===== config.mk =====
export PLATFORM = sky130hd
export DESIGN_NAME = can_wake_detect
export DESIGN_NICKNAME = d
export VERILOG_FILES = /design/src/rtl/cwd_pkg.sv /design/src/rtl/cwd_sync.sv /design/src/rtl/cwd_timeout.sv /design/src/rtl/cwd_seq.sv /design/src/rtl/can_wake_detect.sv
export SDC_FILE = /design/constraint.sdc
export NUM_CORES = 1
export LEC_CHECK = 0
export CORE_MARGIN = 3
export CORE_UTILIZATION = 35
export DETAILED_ROUTE_END_ITERATION = 10
export SLEW_MARGIN = 20
export SYNTH_ARGS = -nofsm -noshare
export SYNTH_HDL_FRONTEND = slang
export SYNTH_SLANG_ARGS = --single-unit

===== constraint.sdc =====
create_clock -name clk -period 2.1 [get_ports clk]
set_clock_uncertainty 0.1 [all_clocks]
set_input_delay 0.42 -clock clk [delete_from_list [all_inputs] [get_ports clk]]
set_output_delay 0.42 -clock clk [all_outputs]
set_load 0.01 [all_outputs]

===== src/rtl/cwd_pkg.sv =====
`timescale 1ns/1ps
// Package: shared types for the CAN wake-up detector.
// Assumes: nothing beyond the enums below.
package cwd_pkg;

    // Wake method selected at elaboration.
    typedef enum logic {
        WAKE_BASIC   = 1'b0,
        WAKE_PATTERN = 1'b1
    } wake_mode_e;

    // Sequencer states.
    typedef enum logic [2:0] {
        ST_OFF  = 3'd0,
        ST_IDLE = 3'd1,
        ST_DOM1 = 3'd2,
        ST_REC  = 3'd3,
        ST_DOM2 = 3'd4,
        ST_DONE = 3'd5
    } seq_state_e;

    // Commands from the sequencer to the timeout window counter.
    typedef enum logic [1:0] {
        TMR_HOLD  = 2'd0,
        TMR_CLR   = 2'd1,
        TMR_FIRST = 2'd2,
        TMR_INC   = 2'd3
    } tmr_cmd_e;

endpackage


===== src/rtl/cwd_sync.sv =====
`timescale 1ns/1ps
// Module: cwd_sync
// Two-flop synchroniser for one asynchronous bit.
// Assumes: the input is a level that is stable for many clock cycles,
// so the two-cycle delay is the only effect. Reset loads RST_VAL.
module cwd_sync #(
    parameter logic RST_VAL = 1'b1
) (
    input  logic clk,
    input  logic rst_n,
    input  logic d_async,
    output logic q_sync
);

    logic meta_q;
    logic sync_q;

    // Capture the asynchronous level, then resample it once.
    always_ff @(posedge clk) begin
        if (!rst_n) begin
            meta_q <= RST_VAL;
            sync_q <= RST_VAL;
        end else begin
            meta_q <= d_async;
            sync_q <= meta_q;
        end
    end

    assign q_sync = sync_q;

endmodule


===== src/rtl/cwd_timeout.sv =====
`timescale 1ns/1ps
// Module: cwd_timeout
// Counts synchronised samples since the first dominant sample of a
// wake pattern. It flags the sample that would be number LIMIT.
// Assumes: LIMIT >= 2, and the sequencer issues FIRST on sample 1 and INC
// only while last_slot is low.
module cwd_timeout
    import cwd_pkg::*;
#(
    parameter int unsigned LIMIT = 16
) (
    input  logic     clk,
    input  logic     rst_n,
    input  tmr_cmd_e cmd,
    output logic     last_slot
);

    localparam int unsigned CW = $clog2(LIMIT + 1);
    localparam logic [CW-1:0] LAST_IDX = CW'(LIMIT - 1);
    localparam logic [CW-1:0] ONE      = CW'(1);

    logic [CW-1:0] cnt_q;

    // Track how many samples of the current attempt have been consumed.
    always_ff @(posedge clk) begin
        if (!rst_n) begin
            cnt_q <= '0;
        end else begin
            case (cmd)
                TMR_CLR:   cnt_q <= '0;
                TMR_FIRST: cnt_q <= ONE;
                TMR_INC:   cnt_q <= cnt_q + ONE;
                default:   cnt_q <= cnt_q;
            endcase
        end
    end

    // The sample now being judged is cnt_q+1; flag it when it is the LIMIT-th.
    assign last_slot = (cnt_q >= LAST_IDX);

    // the window counter never runs past the last permitted sample.
    a_r5_count_in_window: assert property (@(posedge clk) disable iff (!rst_n)
        cnt_q <= LAST_IDX);

endmodule


===== src/rtl/cwd_seq.sv =====
`timescale 1ns/1ps
// Module: cwd_seq
// Phase sequencer. It qualifies dominant and recessive runs of at least
// FILTER_CYC synchronised samples, then registers a one-cycle wake pulse.
// Basic mode fires on the first qualified dominant run. Pattern mode needs
// dominant, recessive, dominant and obeys the window flag.
// Assumes: FILTER_CYC >= 2; rx_s is already synchronised; wake_en is
// synchronous to clk.
module cwd_seq
    import cwd_pkg::*;
#(
    parameter wake_mode_e  MODE       = WAKE_PATTERN,
    parameter int unsigned FILTER_CYC = 720
) (
    input  logic     clk,
    input  logic     rst_n,
    input  logic     wake_en,
    input  logic     rx_s,
    input  logic     last_slot,
    output tmr_cmd_e tmr_cmd,
    output logic     wake_pulse
);

    localparam int unsigned PH_W = $clog2(FILTER_CYC + 1);
    localparam logic [PH_W-1:0] F_FULL = PH_W'(FILTER_CYC);
    localparam logic [PH_W-1:0] F_LAST = PH_W'(FILTER_CYC - 1);
    localparam logic [PH_W-1:0] PH_ONE = PH_W'(1);
    localparam bit IS_BASIC = (MODE == WAKE_BASIC);

    seq_state_e      state_q, state_d;
    logic [PH_W-1:0] ph_q, ph_d;
    logic            pulse_q;
    logic            fire;
    logic            ph_full;
    logic [PH_W-1:0] ph_inc;

    // Saturating run length of the current phase.
    assign ph_full = (ph_q >= F_FULL);
    assign ph_inc  = ph_full ? ph_q : (ph_q + PH_ONE);

    // Decide next state, run length, window command and wake firing.
    always_comb begin
        state_d = state_q;
        ph_d    = ph_q;
        tmr_cmd = TMR_HOLD;
        fire    = 1'b0;
        if (!wake_en) begin
            state_d = ST_OFF;
            ph_d    = '0;
            tmr_cmd = TMR_CLR;
        end else begin
            case (state_q)
                ST_OFF: begin
                    state_d = ST_IDLE;
                    ph_d    = '0;
                    tmr_cmd = TMR_CLR;
                end
                ST_IDLE: begin
                    if (!rx_s) begin
                        state_d = ST_DOM1;
                        ph_d    = PH_ONE;
                        tmr_cmd = TMR_FIRST;
                    end
                end
                ST_DOM1: begin
                    if (!rx_s) begin
                        if (IS_BASIC && (ph_q >= F_LAST)) begin
                            fire    = 1'b1;
                            state_d = ST_DONE;
                            tmr_cmd = TMR_CLR;
                        end else if (last_slot) begin
                            state_d = ST_IDLE;
                            ph_d    = '0;
                            tmr_cmd = TMR_CLR;
                        end else begin
                            ph_d    = ph_inc;
                            tmr_cmd = TMR_INC;
                        end
                    end else if (ph_full && !last_slot) begin
                        state_d = ST_REC;
                        ph_d    = PH_ONE;
                        tmr_cmd = TMR_INC;
                    end else begin
                        state_d = ST_IDLE;
                        ph_d    = '0;
                        tmr_cmd = TMR_CLR;
                    end
                end
                ST_REC: begin
                    if (rx_s) begin
                        if (last_slot) begin
                            state_d = ST_IDLE;
                            ph_d    = '0;
                            tmr_cmd = TMR_CLR;
                        end else begin
                            ph_d    = ph_inc;
                            tmr_cmd = TMR_INC;
                        end
                    end else if (!ph_full) begin
                        state_d = ST_DOM1;
                        ph_d    = PH_ONE;
                        tmr_cmd = TMR_FIRST;
                    end else if (last_slot) begin
                        state_d = ST_IDLE;
                        ph_d    = '0;
                        tmr_cmd = TMR_CLR;
                    end else begin
                        state_d = ST_DOM2;
                        ph_d    = PH_ONE;
                        tmr_cmd = TMR_INC;
                    end
                end
                ST_DOM2: begin
                    if (!rx_s) begin
                        if (ph_q >= F_LAST) begin
                            fire    = 1'b1;
                            state_d = ST_DONE;
                            tmr_cmd = TMR_CLR;
                        end else if (last_slot) begin
                            state_d = ST_IDLE;
                            ph_d    = '0;
                            tmr_cmd = TMR_CLR;
                        end else begin
                            ph_d    = ph_inc;
                            tmr_cmd = TMR_INC;
                        end
                    end else begin
                        state_d = ST_IDLE;
                        ph_d    = '0;
                        tmr_cmd = TMR_CLR;
                    end
                end
                ST_DONE: begin
                    state_d = ST_DONE;
                end
                default: begin
                    state_d = ST_OFF;
                    ph_d    = '0;
                    tmr_cmd = TMR_CLR;
                end
            endcase
        end
    end

    // Hold sequencer state and register the wake pulse.
    always_ff @(posedge clk) begin
        if (!rst_n) begin
            state_q <= ST_OFF;
            ph_q    <= '0;
            pulse_q <= 1'b0;
        end else begin
            state_q <= state_d;
            ph_q    <= ph_d;
            pulse_q <= fire;
        end
    end

    assign wake_pulse = pulse_q;

    // the run length never exceeds its saturation value.
    a_r4_phase_bounded: assert property (@(posedge clk) disable iff (!rst_n)
        ph_q <= F_FULL);

    // a pulse lasts a single cycle.
    a_r6_single_pulse: assert property (@(posedge clk) disable iff (!rst_n)
        pulse_q |=> !pulse_q);

    // a pulse is only seen once the sequencer has gone inert.
    a_r6_pulse_in_done: assert property (@(posedge clk) disable iff (!rst_n)
        pulse_q |-> (state_q == ST_DONE));

    // the inert state persists while the enable stays high.
    a_r6_done_sticky: assert property (@(posedge clk) disable iff (!rst_n)
        ((state_q == ST_DONE) && wake_en) |=> (state_q == ST_DONE));

    // a low enable clears progress and suppresses the pulse.
    a_r7_disabled_clears: assert property (@(posedge clk) disable iff (!rst_n)
        !wake_en |=> ((state_q == ST_OFF) && !pulse_q));

endmodule


===== src/rtl/can_wake_detect.sv =====
`timescale 1ns/1ps
// Module: can_wake_detect
// Top of the CAN bus wake-up detector. The flow is: synchroniser, then
// phase sequencer, then (pattern mode only) the timeout window counter.
// Assumes: FILTER_CYC >= 2; TIMEOUT_CYC >= 2; bus_rx_lp is 0 when the bus
// is dominant; wake_en is synchronous to clk.
module can_wake_detect
    import cwd_pkg::*;
#(
    parameter wake_mode_e  MODE          = WAKE_PATTERN,
    parameter int unsigned CLK_PERIOD_PS = 5000,
    parameter int unsigned FILTER_CYC    = 3_600_000 / CLK_PERIOD_PS,
    parameter int unsigned TIMEOUT_CYC   = 200_000
) (
    input  logic clk,
    input  logic rst_n,
    input  logic wake_en,
    input  logic bus_rx_lp,
    output logic wake_pulse
);

    logic     rx_s;
    logic     last_slot;
    tmr_cmd_e tmr_cmd;

    cwd_sync #(
        .RST_VAL (1'b1)
    ) u_sync (
        .clk     (clk),
        .rst_n   (rst_n),
        .d_async (bus_rx_lp),
        .q_sync  (rx_s)
    );

    cwd_seq #(
        .MODE       (MODE),
        .FILTER_CYC (FILTER_CYC)
    ) u_seq (
        .clk        (clk),
        .rst_n      (rst_n),
        .wake_en    (wake_en),
        .rx_s       (rx_s),
        .last_slot  (last_slot),
        .tmr_cmd    (tmr_cmd),
        .wake_pulse (wake_pulse)
    );

    // The window counter exists only when the three-phase method is built.
    generate
        if (MODE == WAKE_PATTERN) begin : g_window
            cwd_timeout #(
                .LIMIT (TIMEOUT_CYC)
            ) u_window (
                .clk       (clk),
                .rst_n     (rst_n),
                .cmd       (tmr_cmd),
                .last_slot (last_slot)
            );
        end else begin : g_no_window
            assign last_slot = 1'b0;
        end
    endgenerate

    // no pulse in the cycle right after reset.
    a_r1_quiet_after_reset: assert property (@(posedge clk)
        !rst_n |=> !wake_pulse);

endmodule


# ---- Word level (Yosys, flattened, before mapping)
# Index checks and enable logic that the tools add are counted.
# Widths: inputs -> output; s select.
dict set report totals {
  out_inout_bits 1
  ff_bits 34
  wordCells 65
}
dict set report classes {
  addsub 2
  bitwise 4
  reduce_logical 7
  n_eq_ne 10
  mux 33
  n_lt_le_gt_ge 3
}
# operator n
set op_table {}
lappend op_table {{$mux 10} 8}
lappend op_table {{$pmux 18 s3} 1}
lappend op_table {{$pmux 10 s5} 1}
lappend op_table {{$mux 3} 8}
lappend op_table {{$ge 10x10->1 const B} 2}
lappend op_table {{$mux 2} 10}
lappend op_table {{$add 18x1->18 const B} 1}
lappend op_table {{$ge 18x18->1 const B} 1}
lappend op_table {{$pmux 3 s6} 1}
lappend op_table {{$add 10x1->10 const B} 1}
lappend op_table {{$pmux 2 s5} 1}
lappend op_table {{$eq 3x2->1 const B} 2}
lappend op_table {{$eq 3x3->1 const B} 2}
lappend op_table {{$eq 2x2->1 const B} 2}
lappend op_table {{$not 1->1} 4}
lappend op_table {{$reduce_or 4->1} 1}
lappend op_table {{$eq 3x1->1 const B} 1}
lappend op_table {{$logic_not 3->1} 1}
lappend op_table {{$mux 1} 3}
lappend op_table {{$ne 3x3->1 const B} 1}
lappend op_table {{$reduce_and 3->1} 1}
lappend op_table {{$reduce_bool 3->1} 1}
lappend op_table {{$eq 2x1->1 const B} 1}
lappend op_table {{$ne 2x2->1 const B} 1}
lappend op_table {{3 further kinds} 3}

# ---- Depth between registers and ports, before layout
dict set report depth {
  depth_word 9
  ltp_mapped 10
}

# ---- Modules after synthesis
# Synthesis repeated with hierarchy kept, for this count alone.
dict set report unflattened {
  hier_cells 261
  hier_area_um2 2074.5
}
# mod seq_area_each_um2 cells_per_inst area_per_inst_um2 instances
set modules_own_cells {}
lappend modules_own_cells {cwd_seq 280.3 142 1089.8 1}
lappend modules_own_cells {cwd_timeout 360.3 115 932.1 1}
lappend modules_own_cells {cwd_sync 40.0 4 52.6 1}

# ---- Worst setup path after synthesis
# Ideal clock, no wire load.
dict set report synth_path {
  path_kind {register to register}
  from {register u_seq.ph_q[0]}
  to {register g_window.u_window.cnt_q[14]}
  required_time_ps 1938
  slack_ps -149
  setup_time_ps 62
  t_arrival_ps 2088
  path_stages_with_launch 10
  path_cell_list {dfxtp_1 ha_1 and3_1 o221ai_1 nand3_1 a31oi_4 o211ai_2 buf_6 or3_1 nand3_1}
}
dict set report synth_via {
  elab_chain_len 8
}
# element line
set synth_rtl {}
lappend synth_rtl {{start, declared} cwd_seq.sv:31} ;# logic [PH_W-1:0] ph_q, ph_d;
lappend synth_rtl {{start signal, assigned} cwd_seq.sv:153} ;# ph_q <= ph_d;
lappend synth_rtl {{$ge 10x10->1} cwd_seq.sv:38} ;# assign ph_full = (ph_q >= F_FULL);
lappend synth_rtl {{$logic_and 1x1->1} cwd_seq.sv:79} ;# end else if (ph_full && !last_slot) begin
lappend synth_rtl {{$mux 2} cwd_seq.sv:79}
lappend synth_rtl {{$mux 2} cwd_seq.sv:66} ;# if (!rx_s) begin
lappend synth_rtl {{$pmux 2 s5 *} cwd_seq.sv:52} ;# case (state_q)
lappend synth_rtl {{$mux 2 *} cwd_seq.sv:47} ;# if (!wake_en) begin
lappend synth_rtl {{$eq 2x2->1 or $eq 2x1->1 (tied branches)} cwd_timeout.sv:29} ;# case (cmd)
lappend synth_rtl {{$pmux 18 s3 or $reduce_bool 3->1 (tied branches)} -}
lappend synth_rtl {{end signal, assigned} cwd_timeout.sv:32} ;# TMR_INC: cnt_q <= cnt_q + ONE;
lappend synth_rtl {{end signal, assigned} cwd_timeout.sv:33} ;# default: cnt_q <= cnt_q;
lappend synth_rtl {{end, declared} cwd_timeout.sv:22} ;# logic [CW-1:0] cnt_q;
# Every way passes the cells marked *; elsewhere a longest branch is shown, timed or not.
# A chain may end at the register's enable or synchronous reset.

# ---- Final worst setup path
dict set report layout_path {
  from {register g_window.u_window.cnt_q[15]}
  to {register g_window.u_window.cnt_q[5]}
}
dict set report layout_via {
  elab_chain_len 9
}
# element line
set layout_rtl {}
lappend layout_rtl {{$ge 18x18->1 *} cwd_timeout.sv:39} ;# assign last_slot = (cnt_q >= LAST_IDX);
lappend layout_rtl {{$logic_not 1->1} cwd_seq.sv:79}
lappend layout_rtl {{$logic_and 1x1->1} cwd_seq.sv:79}
lappend layout_rtl {{$mux 2} cwd_seq.sv:79}
lappend layout_rtl {{$mux 2} cwd_seq.sv:66}
lappend layout_rtl {{$pmux 2 s5 *} cwd_seq.sv:52}
lappend layout_rtl {{$mux 2 *} cwd_seq.sv:47}
lappend layout_rtl {{$eq 2x2->1 or $eq 2x1->1 (tied branches)} cwd_timeout.sv:29}
lappend layout_rtl {{$pmux 18 s3 or $reduce_bool 3->1 (tied branches)} -}
# Marked as above.

==> run metrics <==
FMAX=462 MHz; crit path max fanout=10; initial antenna violation count=0; Critical Path End Type=register; clock buffer depth=2; top cells by area, synth=dfxtp_1, a21oi_1, nand2_1; Critical Path, Cell by Cell=or4_4, o211ai_1, a211oi_2, a31oi_4, o211ai_4, or3_1, o21ai_1; critical path depth=7; Max-Cap Viols=0; VDD IR-drop max=255 µV; layout cells sized above 1=30.7%; failing checks=setup timing; vias in the first global route=1842; wire per inst=13.4 µm; Leak=0.000983 µW; io pins=5; core area=5570 µm²; cell count after synthesis=260; H-tree Lvls=2; final setup fails=10; worst setup path startpoint=g_window.u_window.cnt_q[15]; chip height=82.2 µm; Routed Antenna Nets=0; slowest CP cell=or4_4; outcome=complete, but fails checks; CTS clk-pin slew, worst paths=0.07 ns; final wirelength=5.06 mm; end of the worst register-to-register path=g_window.u_window.cnt_q[5]; Worst setup SP type=register; First-pass DRT Iterations=5; vias=1987; HPWL after DPL=3.45 mm; worst slack, placed=-0.114 ns; RSZ-0062 raised after global routing=true; gr usage total=15.5%; Final #Nets=315; GRT overflow=0; Syn Area/Cell=7.82 µm²; crit path buf inv count=0; Async SR Flop Fraction=0%; area of the multi-input gates=1330 µm²; final RePlAce weighted congestion=0.809; Design Power=1220 µW; largest net degree at the start of global routing=20; drt drc=0; CTS tree=done; worst-margin pin slew=0.395 ns; synthesized area=2030 µm²; Synth Register Bits=34; Yosys cell types=50; drt via density=5.26; top cell type's share of synthesized area=33.5%; crit path setup slack, layout=-0.0642 ns; post-layout util=47.6%; R2R cell count=7; port bufs=4; top_reg_cell synth=dfxtp_1; fin crit share=103%; # fillers=524; first-pass GRT wire length=8.17 mm; number of synthesized flops with an enable pin=0; Synth warnings=0; die span in x=82.2 µm; CTS sink count=34; root buffer cell=clkbuf_8; register area share after synthesis=33.5%; Final min period=2.16 ns; Hold Vio Cnt, Final=0; antenna cell count=0; Placed Area=2430 µm²; placed instance count=369; Finished Cell Area=2660 µm²; Num CTS Buffers=5; clk_lat worst skew=0.28 ns; total die area=6760 µm²; Synth Net Count=268; Row Count=27; critical path's largest stage delay=0.54 ns; CP delay by family, top=simple AND/OR/NAND/NOR gates; area delta synth->final=30.6%; FF-to-FF setup slack=-0.06 ns; Setup crit end=g_window.u_window.cnt_q[5]; Worst slew margin=73.4%; WS Path Type=register to register; Critical Path AT=2.28 ns; drt initial violations=71; Worst Hold Class=register to register; Worst Path Required=2.22 ns; Slew Limit Fails=0; R2R Path Start=g_window.u_window.cnt_q[15]; final cell count without fillers=378; post-synth top area cell=dfxtp_1; starting density of the core=36.5%; Register Area=692 µm²; PwrDens=460 nW/µm²
==> worst min-delay path by stage <==
stage | to | slack [ns] | cells past startpoint | from
6_report | u_sync.q_sync | 0.31 | 1 | u_sync.meta_q
5_1_grt | u_sync.q_sync | 0.33 | 1 | u_sync.meta_q
4_1_cts | u_sync.q_sync | 0.31 | 1 | u_sync.meta_q
3_5_place_dp | u_sync.q_sync | 0.30 | 1 | u_sync.meta_q
3_3_place_gp | u_sync.q_sync | 0.29 | 1 | u_sync.meta_q
2_1_floorplan | u_sync.q_sync | 0.29 | 1 | u_sync.meta_q
==> Yosys cell counts (all sizes together), types with 5 or more instances <==
master,n
nor3,6
a21oi,23
nand2,29
or3,11
dfxtp,34
clkbuf,5
nand3,18
a31oi,5
nand2b,5
xor2,6
buf,7
o21ai,21
nor2,25
inv,12
==> cell type report <==
type	count	share of cell area, %
flip-flops and latches	34	26.1
multi-input cells	202	50.1
repair buffers	52	15.6
clock buffers	6	3.11
inverters	12	1.70
well taps	72	3.39
==> worst register-to-register path, delay by kind of cell, from the launching register on <==
family / cells / cell delay (ns)
AOI/OAI and AO/OA: 5 / 0.76
DFF: 1 / 0.32
and+or+nand+nor: 2 / 0.92
==> metrics by stage <==
step	setup TNS, ns	hold slack, ns
2_1_floorplan	-0.0419	0.286
3_3_place_gp	-0.464	0.291
3_5_place_dp	-0.842	0.304
4_1_cts	-0.200	0.313
5_1_grt	-1.56	0.329
6_report	-0.276	0.307
==> cells in the final DEF (no fill, tap or decap), types with 2 or more instances in the layout <==
| master | instances |
|---|---|
| and2_1 | 2 |
| o211a_1 | 2 |
| nand2b_1 | 5 |
| inv_1 | 12 |
| clkdlybuf4s50_1 | 4 |
| o32a_1 | 2 |
| and3_1 | 3 |
| nor2_2 | 6 |
| o21ai_0 | 10 |
| nor2_1 | 18 |
| o21ai_1 | 10 |
| a21o_1 | 2 |
| nand2_1 | 29 |
| xnor2_1 | 4 |
| o211ai_1 | 2 |
| buf_4 | 45 |
| a31oi_1 | 4 |
| nor2b_1 | 2 |
| a211oi_2 | 2 |
| nand3_2 | 2 |
| dfxtp_1 | 25 |
| dfxtp_2 | 9 |
| clkbuf_8 | 6 |
| a21oi_2 | 2 |
| nand4_1 | 4 |
| ha_1 | 3 |
| a22o_1 | 3 |
| nand3_1 | 16 |
| or3_1 | 10 |
| a21oi_1 | 20 |
| mux2i_1 | 2 |
| or2_2 | 2 |
| nor3_1 | 5 |
| xor2_1 | 6 |
==> logic make-up (layout without fill, tap and decap cells) <==
group	Yosys count	after routing	synth area share (%)
AND/OR/NAND/NOR	112	112	27.0
AO/OA/AOI/OAI	74	74	24.6
flip-flops	34	34	33.5
buffers and inverters	24	70	7.14
XOR/XNOR	10	10	4.31
adder cells (fa/ha/maj)	4	4	2.46
multiplexers	2	2	0.985
==> what timing repair did <==
item	4_1_cts	5_1_grt
endpoints found under the setup margin	19	27
hold buffers	0	0
cloned	0	1
buffers inserted	0	2
pin swaps	2	19
gates resized for setup	3	32
==> where the power goes <==
part	internal [µW]	switching [µW]
registers	648	5.20
logic	42.5	47.3
clock network	253	227
total	944	279
==> layer usage <==
| metal | global-route usage, % | routed length (µm) | up-vias |
|---|---|---|---|
| li1 | - | - | 1026 |
| met1 | 19.8 | 2400 | 915 |
| met2 | 25.3 | 2400 | 39 |
| met3 | 3.69 | 189 | 7 |
| met4 | 5.48 | 65 | 0 |
| met5 | 0 | 0 | - |
==> registers in the layout (all words and copies together), names as in the netlist <==
signal                   flops
u_sync.q_sync                1
u_seq.wake_pulse             1
u_seq.state_q                3
u_sync.meta_q                1
g_window.u_window.cnt_q     18
u_seq.ph_q                  10
Note: power is estimated with default switching activity, not from simulation.
